===== src/rtl/spi_cs_sequencer.sv =====
module spi_cs_sequencer #(
  parameter int NUM_DEV = 4,
  parameter int DATA_W  = 8,
  parameter int DIV_W   = 8,
  localparam int IDX_W  = (NUM_DEV > 1) ? $clog2(NUM_DEV) : 1
) (
  input  logic                 clk,
  input  logic                 rst_n,
  input  logic [DIV_W-1:0]     clk_div,
  input  logic [2*NUM_DEV-1:0] dev_mode,
  input  logic                 tx_valid,
  output logic                 tx_ready,
  input  logic [IDX_W-1:0]     tx_dev,
  input  logic [DATA_W-1:0]    tx_data,
  input  logic                 tx_last,
  output logic                 rx_valid,
  output logic [DATA_W-1:0]    rx_data,
  output logic                 done,
  output logic                 sclk,
  output logic                 mosi,
  input  logic                 miso,
  output logic [NUM_DEV-1:0]   cs_n
);
  localparam int CNT_W = DIV_W + 1;
  localparam int HC_W  = $clog2(2*DATA_W) + 1;

  typedef enum logic [2:0] {S_IDLE, S_SETTLE, S_SETUP, S_SHIFT, S_NEXT, S_HOLD} st_t;
  st_t state;

  logic [CNT_W-1:0]  cnt;
  logic [HC_W-1:0]   hc;
  logic [DATA_W-1:0] txb, rxb;
  logic [IDX_W-1:0]  dev_q;
  logic              idle_pol, cpha_q, last_q;

  wire              half_end = (cnt == {1'b0, clk_div});
  wire              full_end = (cnt == {clk_div, 1'b1});
  wire              sel_cpol = dev_mode[{tx_dev, 1'b1}];
  wire              sel_cpha = dev_mode[{tx_dev, 1'b0}];
  wire [HC_W-2:0]   bit_idx  = hc[HC_W-1:1];
  wire              lead     = ~hc[0];
  wire              samp     = lead ^ cpha_q;
  wire              final_e  = (hc == HC_W'(2*DATA_W-1));
  wire [DATA_W-1:0] sh_cur   = txb << bit_idx;
  wire [DATA_W-1:0] sh_nxt   = txb << (bit_idx + 1'b1);
  wire [DATA_W-1:0] rx_in    = {rxb[DATA_W-2:0], miso};

  assign tx_ready = (state == S_IDLE) || (state == S_NEXT);

  always_ff @(posedge clk or negedge rst_n) begin
    if (!rst_n) begin
      state    <= S_IDLE;
      cnt      <= '0;
      hc       <= '0;
      txb      <= '0;
      rxb      <= '0;
      dev_q    <= '0;
      idle_pol <= 1'b0;
      cpha_q   <= 1'b0;
      last_q   <= 1'b0;
      sclk     <= 1'b0;
      mosi     <= 1'b0;
      cs_n     <= '1;
      rx_valid <= 1'b0;
      rx_data  <= '0;
      done     <= 1'b0;
    end else begin
      rx_valid <= 1'b0;
      done     <= 1'b0;
      case (state)
        S_IDLE: if (tx_valid) begin
          dev_q  <= tx_dev;
          cpha_q <= sel_cpha;
          txb    <= tx_data;
          last_q <= tx_last;
          mosi   <= sel_cpha ? 1'b0 : tx_data[DATA_W-1];
          cnt    <= '0;
          if (sel_cpol != idle_pol) begin
            idle_pol <= sel_cpol;
            sclk     <= sel_cpol;
            state    <= S_SETTLE;
          end else begin
            cs_n  <= ~(NUM_DEV'(1) << tx_dev);
            state <= S_SETUP;
          end
        end
        S_SETTLE: if (full_end) begin
          cnt   <= '0;
          cs_n  <= ~(NUM_DEV'(1) << dev_q);
          state <= S_SETUP;
        end else cnt <= cnt + 1'b1;
        S_SETUP: if (half_end) begin
          cnt   <= '0;
          hc    <= '0;
          state <= S_SHIFT;
        end else cnt <= cnt + 1'b1;
        S_SHIFT: if (half_end) begin
          cnt  <= '0;
          sclk <= ~sclk;
          hc   <= hc + 1'b1;
          if (samp) rxb <= rx_in;
          else if (cpha_q) mosi <= sh_cur[DATA_W-1];
          else if (!final_e) mosi <= sh_nxt[DATA_W-1];
          if (final_e) begin
            rx_valid <= 1'b1;
            rx_data  <= samp ? rx_in : rxb;
            state    <= last_q ? S_HOLD : S_NEXT;
          end
        end else cnt <= cnt + 1'b1;
        S_NEXT: if (tx_valid) begin
          txb    <= tx_data;
          last_q <= tx_last;
          mosi   <= cpha_q ? 1'b0 : tx_data[DATA_W-1];
          cnt    <= '0;
          state  <= S_SETUP;
        end
        S_HOLD: if (half_end) begin
          cnt   <= '0;
          cs_n  <= '1;
          done  <= 1'b1;
          state <= S_IDLE;
        end else cnt <= cnt + 1'b1;
        default: state <= S_IDLE;
      endcase
    end
  end
endmodule


===== config.mk =====
export PLATFORM = sky130hd
export DESIGN_NAME = spi_cs_sequencer
export DESIGN_NICKNAME = d
export VERILOG_FILES = /design/src/rtl/spi_cs_sequencer.sv
export SDC_FILE = /design/constraint.sdc
export NUM_CORES = 1
export LEC_CHECK = 0
export ABC_AREA = 1
export BUFFER_PORTS_ARGS = -buffer_cell sky130_fd_sc_hd__buf_2
export CORE_ASPECT_RATIO = 0.5
export CORE_MARGIN = 2
export CORE_UTILIZATION = 50
export DETAILED_ROUTE_END_ITERATION = 6
export GPL_TIMING_DRIVEN = 1
export PLACE_DENSITY_LB_ADDON = 0.25
export SYNTH_ARGS = -nofsm -noshare
export SYNTH_HDL_FRONTEND = slang
export SYNTH_SLANG_ARGS = --single-unit

===== constraint.sdc =====
create_clock -name clk -period 4.3 [get_ports clk]
set_clock_uncertainty 0.05 [all_clocks]
set_input_delay 0.86 -clock clk [delete_from_list [all_inputs] [get_ports clk]]
set_output_delay 0.86 -clock clk [all_outputs]
set_load 0.01 [all_outputs]

==> results.cfg <==
[status]
status = finished, final reports clean

[clock_network]
cts_tree = yes
numCtsBuffers = 5
cts-htree-levels = 2
hold_buffers = 0
clock-sinks = 54
postCtsSetupBuffers = 0
max-clock-path-buffers = 2
cts-root-buf = clkbuf_16
clk_latency_ns = 0.30
clkTransAtPathRegs_ns = 0.08
cts_resized = 0

[power]
p_sw_frac = 0.427
power_per_cell_area_mw_per_mm2 = 560
clockPowerShare = 0.210
p_int_mw = 1.16
seqPwrFrac = 0.377
net-switching-power_mw = 0.867
comb_power_share = 0.413
leakage_nw = 1.96
peakVddDrop_uv = 230

[floorplanning]
die-area_sq_mm = 0.00701
dieHeight_um = 60.2
fp-row-count = 20
core-area_sq_mm = 0.00608
io_pins = 48
die_w_um = 116
initial_core_util = 0.520

[finish]
final_cells = 568
most-common-layout-cells = nand2_1, inv_1, dfrtp_1
seq_area_sq_mm = 0.00136
syn2layout_area_growth_pct = 14.5
layout-drive-gt1-share = 0.181
antennaDiodeCount = 0
layout_commonest_cell = nand2_1
multi_input_area_sq_mm = 0.00150
final.fill_count = 581
final_nets = 514
final_util = 0.595

[routing]
route.vias.total = 2753
wl_per_cell_um = 11.4
wirelength_mm = 6.46
drt-pass1-iter-count = 4
vias_per_cell = 4.85
first_iter_violations = 221
drcViolationCount = 0
ant_nets = 0

[global_route]
grt_max_degree = 29
busiest_layer = met1
grt_overflow = 0
use_met3 = 0.0375
grt_pass1_vias = 2396
antenna_found_initial = 0
grt_use_total = 0.205
use_met2 = 0.300
grt_pass1_wl_mm = 11.2
use_met1 = 0.312

[run]
max_cap_violations = 0

[timing]
period_needed_ns = 2.14
finalSetupViolations = 0
rsz0062_at_grt = no
final.setup.tns_ns = 0
holdWs_ns = 0.409
report.final.slew_viol_count = 0
period_share = 0.498
slew_headroom = 0.558
hold_viol = 0
worstMarginPinSlew_ns = 0.663
fmax_mhz = 467
setup_ws_ns = 2.16

[setup_path]
start_kind = register
critPathKind = reg -> out
end_kind = output pin
critPathMaxFanout = 8
required_ns = 3.39
cp.arrival_ns = 1.23

[yosys]
ys_ff_latch = 54
synth_edf_count = 0
netlist-cell-type-count = 35
ys_warn_count = 0
syn_area_sq_mm = 0.00316
syn-num-nets = 466
synth_flop_cell = dfrtp_1
ys_seq_area_frac = 0.429
synth.avg_cell_area_sq_um = 7.34
synth_cells = 431
async_flop_share = 1.00

[placement]
gp_congestion = 0.819
hpwlAfterDp_mm = 4.81
port_buffers = 47
post-place-ws_ns = 1.99
placed_cells = 560

[hold_path]
hold_class = reg -> reg
state kept, by name, summed over array words and instances, names as in the netlist:
register  flops
cnt           9
cpha_q        1
cs_n          4
dev_q         2
done          1
hc            5
idle_pol      1
last_q        1
mosi          1
rx_data       8
rx_valid      1
rxb           8
sclk          1
state         3
txb           8
Yosys cell counts, types with 6 or more instances:
library cell,number,area share
nor2_1,30,0.036
o21ai_0,31,0.049
xor2_1,8,0.022
inv_1,63,0.075
inv_2,6,0.0071
o21ai_2,10,0.028
o21ai_1,8,0.013
nand2_1,140,0.17
dfrtp_1,50,0.40
a21oi_1,11,0.017
nand3_1,28,0.044
worst max-delay path, stage by stage (launching register included):
cell and delay (ns):
dfrtp_1 0.48, nor2_2 0.27, buf_2 0.18
power groups by stage:
stage,Sequential [mW],Clock (mW),Combinational [mW]
after floorplan,0.748,0,0.649
final,0.765,0.426,0.837
after CTS,0.763,0.431,0.840
after detailed placement,0.771,0,0.835
after global routing,0.784,0.455,0.987
after global placement,0.770,0,0.820
logic make-up (layout without fill, tap and decap cells):
| logic type | Yosys count | count (layout) | synth area share |
|---|---|---|---|
| xor gates and xnor gates | 10 | 10 | 0.0301 |
| muxes | 2 | 2 | 0.00633 |
| buffers and inverters | 76 | 125 | 0.0970 |
| DFF | 54 | 54 | 0.429 |
| adders and majority gates | 4 | 4 | 0.0158 |
| and+or+nand+nor | 214 | 214 | 0.288 |
| AOI/OAI and AO/OA | 71 | 71 | 0.134 |
through the flow:
stage | area, sq um | power (mW)
finish | 3620 | 2.03
global route | 3620 | 2.23
CTS | 3620 | 2.03
global placement | 3470 | 1.59
floorplan | 3160 | 1.40
detailed placement | 3470 | 1.61
worst paths after layout:
kind	from	endpoint	slack, ns	depth (start not counted)
worst min-delay path	cs_n[2]$_DFFE_PN1P_	cs_n[2]$_DFFE_PN1P_	0.41	2
worst max-delay path	state[0]$_DFFE_PN0P_	tx_ready	2.16	2
worst max register to register	state[1]$_DFFE_PN0P_	cs_n[1]$_DFFE_PN1P_	2.36	10
worst min register to register	cs_n[2]$_DFFE_PN1P_	cs_n[2]$_DFFE_PN1P_	0.41	2
min in group asynchronous	rst_n	idle_pol$_DFFE_PN0P_	0.52	1
max in group asynchronous	rst_n	cnt[7]$_DFFE_PN0P_	2.90	2
final cells by class:
| type | count | area share |
|---|---|---|
| clock buffers | 5 | 0.0346 |
| clock inverters | 3 | 0.00795 |
| inverters | 69 | 0.0715 |
| multi-input cells | 301 | 0.414 |
| flip-flops and latches | 54 | 0.375 |
| well taps | 88 | 0.0304 |
| repair buffers | 48 | 0.0670 |
metal layers:
| metal | vias up | wire length (um) |
|---|---|---|
| met2 | 64 | 2630 |
| met3 | 4 | 340 |
| met4 | 0 | 42 |
| met5 | - | 0 |
| li1 | 1451 | - |
| met1 | 1234 | 3440 |
Power figures use the tool's default switching activity.
